===== config.mk =====
export PLATFORM = sky130hd
export DESIGN_NAME = dual_path_bus_xcvr
export DESIGN_NICKNAME = d
export VERILOG_FILES = /design/src/rtl/xcvr_pkg.sv /design/src/rtl/xcvr_sync.sv /design/src/rtl/xcvr_path.sv /design/src/rtl/dual_path_bus_xcvr.sv
export SDC_FILE = /design/constraint.sdc
export NUM_CORES = 1
export LEC_CHECK = 0
export CAP_MARGIN = 5
export CORE_MARGIN = 2
export CORE_UTILIZATION = 61
export DETAILED_ROUTE_END_ITERATION = 10
export DONT_BUFFER_PORTS = 1
export HOLD_SLACK_MARGIN = 0.05
export PLACE_DENSITY = 0.82
export SETUP_SLACK_MARGIN = 0.05
export SLEW_MARGIN = 10
export SYNTH_ARGS = -nofsm -noshare
export SYNTH_HDL_FRONTEND = slang
export SYNTH_SLANG_ARGS = --single-unit

===== constraint.sdc =====
create_clock -name clk_i -period 4.7 [get_ports clk_i]
set_input_delay 0.705 -clock clk_i [delete_from_list [all_inputs] [get_ports clk_i]]
set_output_delay 0.705 -clock clk_i [all_outputs]
set_load 0.03 [all_outputs]

===== src/rtl/xcvr_pkg.sv =====
package xcvr_pkg;
  // Per-cycle action chosen for a path's stored word.
  typedef enum logic [1:0] {
    PM_PASS = 2'd0,
    PM_HOLD = 2'd1,
    PM_LOAD = 2'd2
  } path_mode_e;

  // Bit positions inside the sampled control bundle of one path.
  localparam int unsigned CB_OE_N  = 0;
  localparam int unsigned CB_CKEN_N = 1;
  localparam int unsigned CB_DCLK  = 2;
  localparam int unsigned CB_LE    = 3;
  localparam int unsigned CB_BITS  = 4;
endpackage


===== src/rtl/xcvr_sync.sv =====
module xcvr_sync #(
  parameter int unsigned WIDTH  = 1,
  parameter int unsigned STAGES = 2,
  parameter logic [WIDTH-1:0] RST_VAL = '0
) (
  input  logic             clk_i,
  input  logic             rst_ni,
  input  logic [WIDTH-1:0] async_i,
  output logic [WIDTH-1:0] sync_o
);
  logic [WIDTH-1:0] stage_q [STAGES];
  logic [WIDTH-1:0] stage_d [STAGES];

  for (genvar s = 0; s < STAGES; s++) begin : g_stage
    if (s == 0) begin : g_first
      always_comb stage_d[s] = async_i;
    end else begin : g_next
      always_comb stage_d[s] = stage_q[s-1];
    end

    always_ff @(posedge clk_i or negedge rst_ni) begin
      if (!rst_ni) stage_q[s] <= RST_VAL;
      else         stage_q[s] <= stage_d[s];
    end
  end

  assign sync_o = stage_q[STAGES-1];
endmodule

module xcvr_rst_sync #(
  parameter int unsigned STAGES = 2
) (
  input  logic clk_i,
  input  logic rst_ni,
  output logic rst_sync_no
);
  logic [STAGES-1:0] chain_q;
  logic [STAGES-1:0] chain_d;

  always_comb chain_d = {chain_q[STAGES-2:0], 1'b1};

  always_ff @(posedge clk_i or negedge rst_ni) begin
    if (!rst_ni) chain_q <= '0;
    else         chain_q <= chain_d;
  end

  assign rst_sync_no = chain_q[STAGES-1];
endmodule


===== src/rtl/xcvr_path.sv =====
module xcvr_path
  import xcvr_pkg::*;
#(
  parameter int unsigned WIDTH = 17
) (
  input  logic             clk_i,
  input  logic             rst_ni,
  input  logic [WIDTH-1:0] d_i,
  input  logic             le_i,
  input  logic             clken_ni,
  input  logic             dclk_i,
  input  logic             oe_ni,
  output logic [WIDTH-1:0] q_o,
  output logic             drive_o
);
  logic             le_q, le_d;
  logic             dclk_q, dclk_d;
  logic [WIDTH-1:0] store_q, store_d;
  logic             le_fall, clk_rise;
  path_mode_e       mode;

  // Next-state logic
  always_comb begin
    le_fall  = le_q & ~le_i;
    clk_rise = dclk_i & ~dclk_q;
    le_d     = le_i;
    dclk_d   = dclk_i;

    if (le_i)                                  mode = PM_PASS;
    else if (!clken_ni && (le_fall || clk_rise)) mode = PM_LOAD;
    else                                       mode = PM_HOLD;

    unique case (mode)
      PM_PASS, PM_LOAD: store_d = d_i;
      default:          store_d = store_q;
    endcase
  end

  // State registers
  always_ff @(posedge clk_i or negedge rst_ni) begin
    if (!rst_ni) begin
      le_q    <= 1'b0;
      dclk_q  <= 1'b0;
      store_q <= '0;
    end else begin
      le_q    <= le_d;
      dclk_q  <= dclk_d;
      store_q <= store_d;
    end
  end

  assign q_o     = le_i ? d_i : store_q;
  assign drive_o = ~oe_ni;


  latch_fall_chk: assert property (@(posedge clk_i) disable iff (!rst_ni)
    (le_q && !le_i && !clken_ni) |=> (le_i || q_o == $past(d_i)));


  clk_capture_chk: assert property (@(posedge clk_i) disable iff (!rst_ni)
    (!le_i && !clken_ni && dclk_i && !dclk_q) |=> (le_i || q_o == $past(d_i)));


  inhibit_hold_chk: assert property (@(posedge clk_i) disable iff (!rst_ni)
    (!le_i && !le_q && clken_ni) |=> (le_i || q_o == $past(q_o)));
endmodule


===== src/rtl/dual_path_bus_xcvr.sv =====
module dual_path_bus_xcvr
  import xcvr_pkg::*;
#(
  parameter int unsigned WIDTH       = 17,
  parameter int unsigned SYNC_STAGES = 2
) (
  input  logic             clk_i,
  input  logic             rst_ni,
  input  logic [WIDTH-1:0] a_in_i,
  input  logic [WIDTH-1:0] b_in_i,
  input  logic             ab_le_i,
  input  logic             ab_clken_ni,
  input  logic             ab_clk_i,
  input  logic             ab_oe_ni,
  input  logic             ba_le_i,
  input  logic             ba_clken_ni,
  input  logic             ba_clk_i,
  input  logic             ba_oe_ni,
  input  logic             clk_bus_i,
  output logic [WIDTH-1:0] a_out_o,
  output logic             a_out_en_o,
  output logic [WIDTH-1:0] b_pull_low_o,
  output logic             clk_fwd_pull_low_o,
  output logic             clk_ret_o,
  output logic             clk_ret_en_o
);
  localparam int unsigned NDIR = 2;
  localparam int unsigned DIR_AB = 0;
  localparam int unsigned DIR_BA = 1;
  localparam logic [CB_BITS-1:0] CB_RST =
    (CB_BITS'(1) << CB_OE_N) | (CB_BITS'(1) << CB_CKEN_N);

  logic                 rst_sync_n;
  logic [WIDTH-1:0]     data_raw [NDIR];
  logic [WIDTH-1:0]     data_s   [NDIR];
  logic [CB_BITS-1:0]   ctrl_raw [NDIR];
  logic [CB_BITS-1:0]   ctrl_s   [NDIR];
  logic [WIDTH-1:0]     pres     [NDIR];
  logic [NDIR-1:0]      drive;
  logic                 clk_bus_s;

  xcvr_rst_sync #(.STAGES(SYNC_STAGES)) u_rst_sync (
    .clk_i       (clk_i),
    .rst_ni      (rst_ni),
    .rst_sync_no (rst_sync_n)
  );

  always_comb begin
    data_raw[DIR_AB] = a_in_i;
    data_raw[DIR_BA] = b_in_i;
    ctrl_raw[DIR_AB] = '0;
    ctrl_raw[DIR_AB][CB_LE]     = ab_le_i;
    ctrl_raw[DIR_AB][CB_DCLK]   = ab_clk_i;
    ctrl_raw[DIR_AB][CB_CKEN_N] = ab_clken_ni;
    ctrl_raw[DIR_AB][CB_OE_N]   = ab_oe_ni;
    ctrl_raw[DIR_BA] = '0;
    ctrl_raw[DIR_BA][CB_LE]     = ba_le_i;
    ctrl_raw[DIR_BA][CB_DCLK]   = ba_clk_i;
    ctrl_raw[DIR_BA][CB_CKEN_N] = ba_clken_ni;
    ctrl_raw[DIR_BA][CB_OE_N]   = ba_oe_ni;
  end

  for (genvar d = 0; d < NDIR; d++) begin : g_dir
    xcvr_sync #(.WIDTH(WIDTH), .STAGES(SYNC_STAGES), .RST_VAL('0)) u_data_sync (
      .clk_i   (clk_i),
      .rst_ni  (rst_sync_n),
      .async_i (data_raw[d]),
      .sync_o  (data_s[d])
    );

    xcvr_sync #(.WIDTH(CB_BITS), .STAGES(SYNC_STAGES), .RST_VAL(CB_RST)) u_ctrl_sync (
      .clk_i   (clk_i),
      .rst_ni  (rst_sync_n),
      .async_i (ctrl_raw[d]),
      .sync_o  (ctrl_s[d])
    );

    xcvr_path #(.WIDTH(WIDTH)) u_path (
      .clk_i    (clk_i),
      .rst_ni   (rst_sync_n),
      .d_i      (data_s[d]),
      .le_i     (ctrl_s[d][CB_LE]),
      .clken_ni (ctrl_s[d][CB_CKEN_N]),
      .dclk_i   (ctrl_s[d][CB_DCLK]),
      .oe_ni    (ctrl_s[d][CB_OE_N]),
      .q_o      (pres[d]),
      .drive_o  (drive[d])
    );
  end

  xcvr_sync #(.WIDTH(1), .STAGES(SYNC_STAGES), .RST_VAL(1'b0)) u_clk_bus_sync (
    .clk_i   (clk_i),
    .rst_ni  (rst_sync_n),
    .async_i (clk_bus_i),
    .sync_o  (clk_bus_s)
  );

  // Output shaping: three-state A side, wired-OR B side.
  assign a_out_o            = pres[DIR_BA];
  assign a_out_en_o         = drive[DIR_BA];
  assign b_pull_low_o       = {WIDTH{drive[DIR_AB]}} & ~pres[DIR_AB];
  assign clk_fwd_pull_low_o = drive[DIR_AB] & ~ctrl_s[DIR_AB][CB_DCLK];
  assign clk_ret_o          = drive[DIR_BA] & clk_bus_s;
  assign clk_ret_en_o       = drive[DIR_BA];


  od_release_chk: assert property (@(posedge clk_i) disable iff (!rst_sync_n)
    !drive[DIR_AB] |-> (b_pull_low_o == '0));


  clk_fwd_gate_chk: assert property (@(posedge clk_i) disable iff (!rst_sync_n)
    (clk_fwd_pull_low_o || clk_ret_en_o) |-> !(ab_oe_ni && ba_oe_ni && $past(ab_oe_ni) &&
      $past(ba_oe_ni) && $past(ab_oe_ni, 2) && $past(ba_oe_ni, 2)));


  a_release_chk: assert property (@(posedge clk_i) disable iff (!rst_sync_n)
    !a_out_en_o |-> !clk_ret_o);
endmodule


# --- Yosys cells after proc, flatten, opt, wreduce, memory -nomap -nowiden ---
# Cells that the tools add are included.
word_totals:
  ff_bits: 126
  inputBits: 45
  elab_cells: 50
classes:
  eq_ne: 2
  mux: 6
  n_bitwise: 15
  reduce_logical: 10
ops:
  columns: ["op", "n"]
  rows:
  - ["$mux W17", 2]
  - ["$and A17 B17 Y17", 1]
  - ["$not A17 Y17", 1]
  - ["$mux W2", 4]
  - ["$not A1 Y1", 7]
  - ["$and A1 B1 Y1", 6]
  - ["$eq A2 B2 Y1 const B", 2]
  - ["$logic_not A2 Y1", 2]
  - ["$reduce_or A2 Y1", 2]
  - ["$logic_and A1 B1 Y1", 2]
  - ["$logic_not A1 Y1", 2]
  - ["$logic_or A1 B1 Y1", 2]

# --- Depth between registers and ports, before layout ---
logic_depth:
  depth_word: 8
  ltp_mapped: 4
  mapped_depth_nobuf: 3

# --- By module ---
# From an unflattened synthesis, not the netlist that was laid out.
unflattened:
  cells_unflattened: 230
  hier_area_um2: 4307.9
by_module_without_submodules:
  columns: ["module", "instances", "cells_each", "area_per_inst_um2"]
  rows:
  - ["xcvr_path", 2, 60, 970.9]
  - ["xcvr_sync at g_dir[0].u_data_sync ...", 2, 34, 850.8]
  - ["xcvr_sync at g_dir[0].u_ctrl_sync ...", 2, 8, 205.2]
  - ["dual_path_bus_xcvr", 1, 21, 150.1]
  - ["xcvr_rst_sync", 1, 3, 53.8]
  - ["xcvr_sync at u_clk_bus_sync", 1, 2, 50.0]

# --- Worst setup path before layout ---
# Ideal clock, no wire load.
synth_timing:
  path_kind: "register to output"
  from: "register g_dir[0].u_ctrl_sync.stage_q (netlist bit g_dir[0].u_ctrl_sync.sync_o[3])"
  to: "output b_pull_low_o[10]"
  arrival_time_ps: 1649
  slack_ps: 2346
  path_stages_with_launch: 5
  path_buffers: 3
  cell_sequence: "dfrtp_1 -> buf_4 -> clkbuf_1 -> buf_2 -> a211oi_1"
synth_via:
  elab_chain_len: 3
synth_lines:
  columns: ["item", "line", "text"]
  rows:
  - ["from (decl)", "xcvr_sync.sv:11", "logic [WIDTH-1:0] stage_q [STAGES];"]
  - ["from (signal, indexed assignment)", "xcvr_sync.sv:23", "else stage_q[s] <= stage_d[s];"]
  - ["$mux W17", "xcvr_path.sv:52", "assign q_o = le_i ? d_i : store_q;"]
  - ["$not A17 Y17", "dual_path_bus_xcvr.sv:101", "assign b_pull_low_o = {WIDTH{drive[DIR_AB]}} & ~pres[DIR_AB];"]
  - ["$and A17 B17 Y17", "dual_path_bus_xcvr.sv:101", null]
  - ["to (decl)", "dual_path_bus_xcvr.sv:22", "output logic [WIDTH-1:0] b_pull_low_o,"]
# Every way passes these cells.

# --- Worst setup path after layout ---
layout_timing:
  from: "register g_dir[0].u_ctrl_sync.stage_q (netlist bit g_dir[0].u_ctrl_sync.sync_o[3])"
  to: "output b_pull_low_o[6]"
# The elaborated chain is that of the path after synthesis.

==> flow_summary.ini <==
[synthesis]
synth_top_family_by_area = multiplexers
yosysSeqAreaShare_pct = 75.04
ys_warn_count = 0
synth-xor-area-share_pct = 0
syn_area_sq_um = 4215
synth-seq-cells = 126
synth_cell_types = 19
synth_mux_area_share_pct = 15.41
yosys.area_share.simple_pct = 4.304
yosys.area_share.adder_pct = 0
syn_inst = 232
synth-compound-area-share_pct = 3.028
syn_nets = 277
syn-mean-instance-area_sq_um = 18.17

[cts]
cts_tree = yes
path_clk_slew_ns = 0.06
cts.htree.levels = 4
clock_latency_ns = 0.49
cts-root-buf = clkbuf_8
hold_buffers = 1
cts_max_path_buffers = 2
cts_resized = 0
cts.sinks = 126
cts_made_buffers = 17
post-cts-setup-buffer-count = 0

[worst_hold_path]
worstHoldPathType = input port to flip-flop

[power_and_ir_drop]
power.density_nw_per_um2 = 575.0
p_sw_share_pct = 21.41
p_seq_share_pct = 42.7
p_clk_share_pct = 51.3
p_leak_nw = 2.155
vdd_drop_max_mv = 0.4308
combPwrFrac_pct = 5.9
finalPower_mw = 2.833
power_switching_mw = 0.6065
intPower_mw = 2.226

[floorplanning]
die_w_um = 87.13
ios = 83
start_util_pct = 62.39
core_area_sq_um = 6756
die_y_um = 87.13
die_area_sq_um = 7592
core.rowCount = 30

[finish]
mostFrequentLayoutCells = dfrtp_1, mux2_2, nor2b_1, mux2_4, a211oi_1
fillerInstances = 384
mostFrequentLayoutCell = dfrtp_1
final_nets = 287
area_delta_synth_final_pct = 16.89
drive_above_1_share_pct = 37.65
antenna_cells = 0

[timing]
min_period_over_period_pct = 71.20
drv_slew = 0
min_period_ns = 3.346
rsz0062_at_grt = no
max_slew.worst_pin.slew_ns = 1.138
finalHoldViolCount = 0
tns_ns = 0
slew_headroom_pct = 24.13
finalSetupViolations = 0
worst_slack_ns = 1.354
skew_ns = 0.005705
max_freq_ghz = 0.2988

[critical_path]
crit_fanout = 36
path_class = flip-flop to primary output
required_ns = 3.99
crit_arrival_ns = 2.64
cp-start-kind = flip-flop
end_kind = primary output

[status]
status = finished clean

[placed_design]
dp_hpwl_mm = 3.759
port_buffers = 0
pre_cts_slack_ns = 1.861
routabilityCongestion = 0.6998

[grt]
antenna_found_initial = 0
overflow = 0
grt_pass1_wl_mm = 9.853
grt_max_degree = 81
grt_pass1_vias = 1975
grtUsageTotal_pct = 18.27

[drt]
wl_mm = 6.210
drt_iter0_markers = 58
wl_per_cell_um = 18.54
vias = 1862
drtPass1Iterations = 4
antenna_left = 0
vias_per_cell = 5.558
drc = 0

[job]
cap_violations = 0
## cell type report
type                       instances  area (sq um)  share of cell area, %
inverter                           1         3.754                0.07618
tap                               80         100.1                  2.031
clock buffer                      19         441.7                  8.964
multi-input combinational         94         962.2                  19.53
timing repair buffer               2         17.52                 0.3555
sequential                       126          3167                  64.27
clock inverter                    13         235.2                  4.774
## state kept, by name, summed over array words and instances, names as in the netlist, 2 cells and up
| name | cells |
|---|---|
| g_dir.u_data_sync.stage_d | 34 |
| g_dir.u_path.store_q | 34 |
| u_rst_sync.chain_q | 2 |
| g_dir.u_data_sync.sync_o | 34 |
| g_dir.u_ctrl_sync.sync_o | 8 |
| g_dir.u_path.dclk_q | 2 |
| g_dir.u_ctrl_sync.stage_d | 8 |
| g_dir.u_path.le_q | 2 |
## synth_stat cells
library cell	count	area, sq um
mux2_2	31	349.1
conb_1	1	3.750
buf_8	1	15.01
nor2_1	1	3.750
buf_6	1	11.26
buf_1	1	3.750
dfrtp_1	118	2953
nor2b_1	20	125.1
clkbuf_1	3	11.26
dfstp_2	8	210.2
inv_1	1	3.750
a211oi_1	17	127.6
mux2_4	20	300.3
buf_4	2	15.01
buf_2	2	10.01
nor3b_1	1	7.510
nor3b_2	1	12.51
buf_12	1	20.02
nor3_4	2	32.53
## metrics by stage
step / utilization [%] / area, sq um / instances / hold slack (ns)
6_report: 72.93 / 4927 / 335 / 0.2069
5_1_grt: 72.93 / 4927 / 335 / 0.1739
4_1_cts: 72.93 / 4927 / 335 / 0.1802
3_5_place_dp: 62.76 / 4240 / 302 / 0.3356
3_3_place_gp: 62.76 / 4240 / 302 / 0.3318
2_1_floorplan: - / 4215 / 232 / 0.3312
## logic make-up after synthesis
kind of cell / count (synthesis)
simple gates: 25
compound gates: 17
buf+inv: 12
mux: 51
flops: 126
other cells: 1
## critical path: stages, from the launching register on
cell and delay (ns):
dfrtp_1 1.09, nor2b_1 0.10, a211oi_1 0.94
## power groups by stage
stage | logic [mW] | registers (mW) | clock network (mW)
global route | 0.178 | 1.22 | 1.53
CTS | 0.171 | 1.21 | 1.48
floorplan | 0.162 | 1.21 | 0
global placement | 0.166 | 1.22 | 0
detailed placement | 0.168 | 1.23 | 0
finish | 0.168 | 1.21 | 1.45
## routing by layer
layer  vias to the layer above  global-route usage, %  wire length [um]
met5                         -                      0                 0
met4                         0                  6.294                56
met3                         6                  8.720               386
met2                        65                  29.42              3206
met1                       976                  21.76              2560
li1                        815                      -                 -
## final timing paths
path	startpoint	end	slack, ns	depth (start not counted)
min	ba_clken_ni	g_dir[1].u_ctrl_sync.stage_d[1]$_DFF_PN1_	0.21	0
max	g_dir[0].u_ctrl_sync.sync_o[3]$_DFF_PN0_	b_pull_low_o[6]	1.35	2
max reg2reg	g_dir[0].u_ctrl_sync.sync_o[3]$_DFF_PN0_	g_dir[0].u_path.store_q[5]$_DFFE_PN0P_	2.32	2
min reg2reg	g_dir[0].u_data_sync.stage_d[8]$_DFF_PN0_	g_dir[0].u_data_sync.sync_o[8]$_DFF_PN0_	0.34	0
max in group asynchronous	u_rst_sync.chain_q[1]$_DFF_PN0_	g_dir[0].u_ctrl_sync.stage_d[1]$_DFF_PN1_	3.09	1
min in group asynchronous	rst_ni	u_rst_sync.chain_q[1]$_DFF_PN0_	0.44	1
No activity file was read; power rests on OpenSTA's default activity.
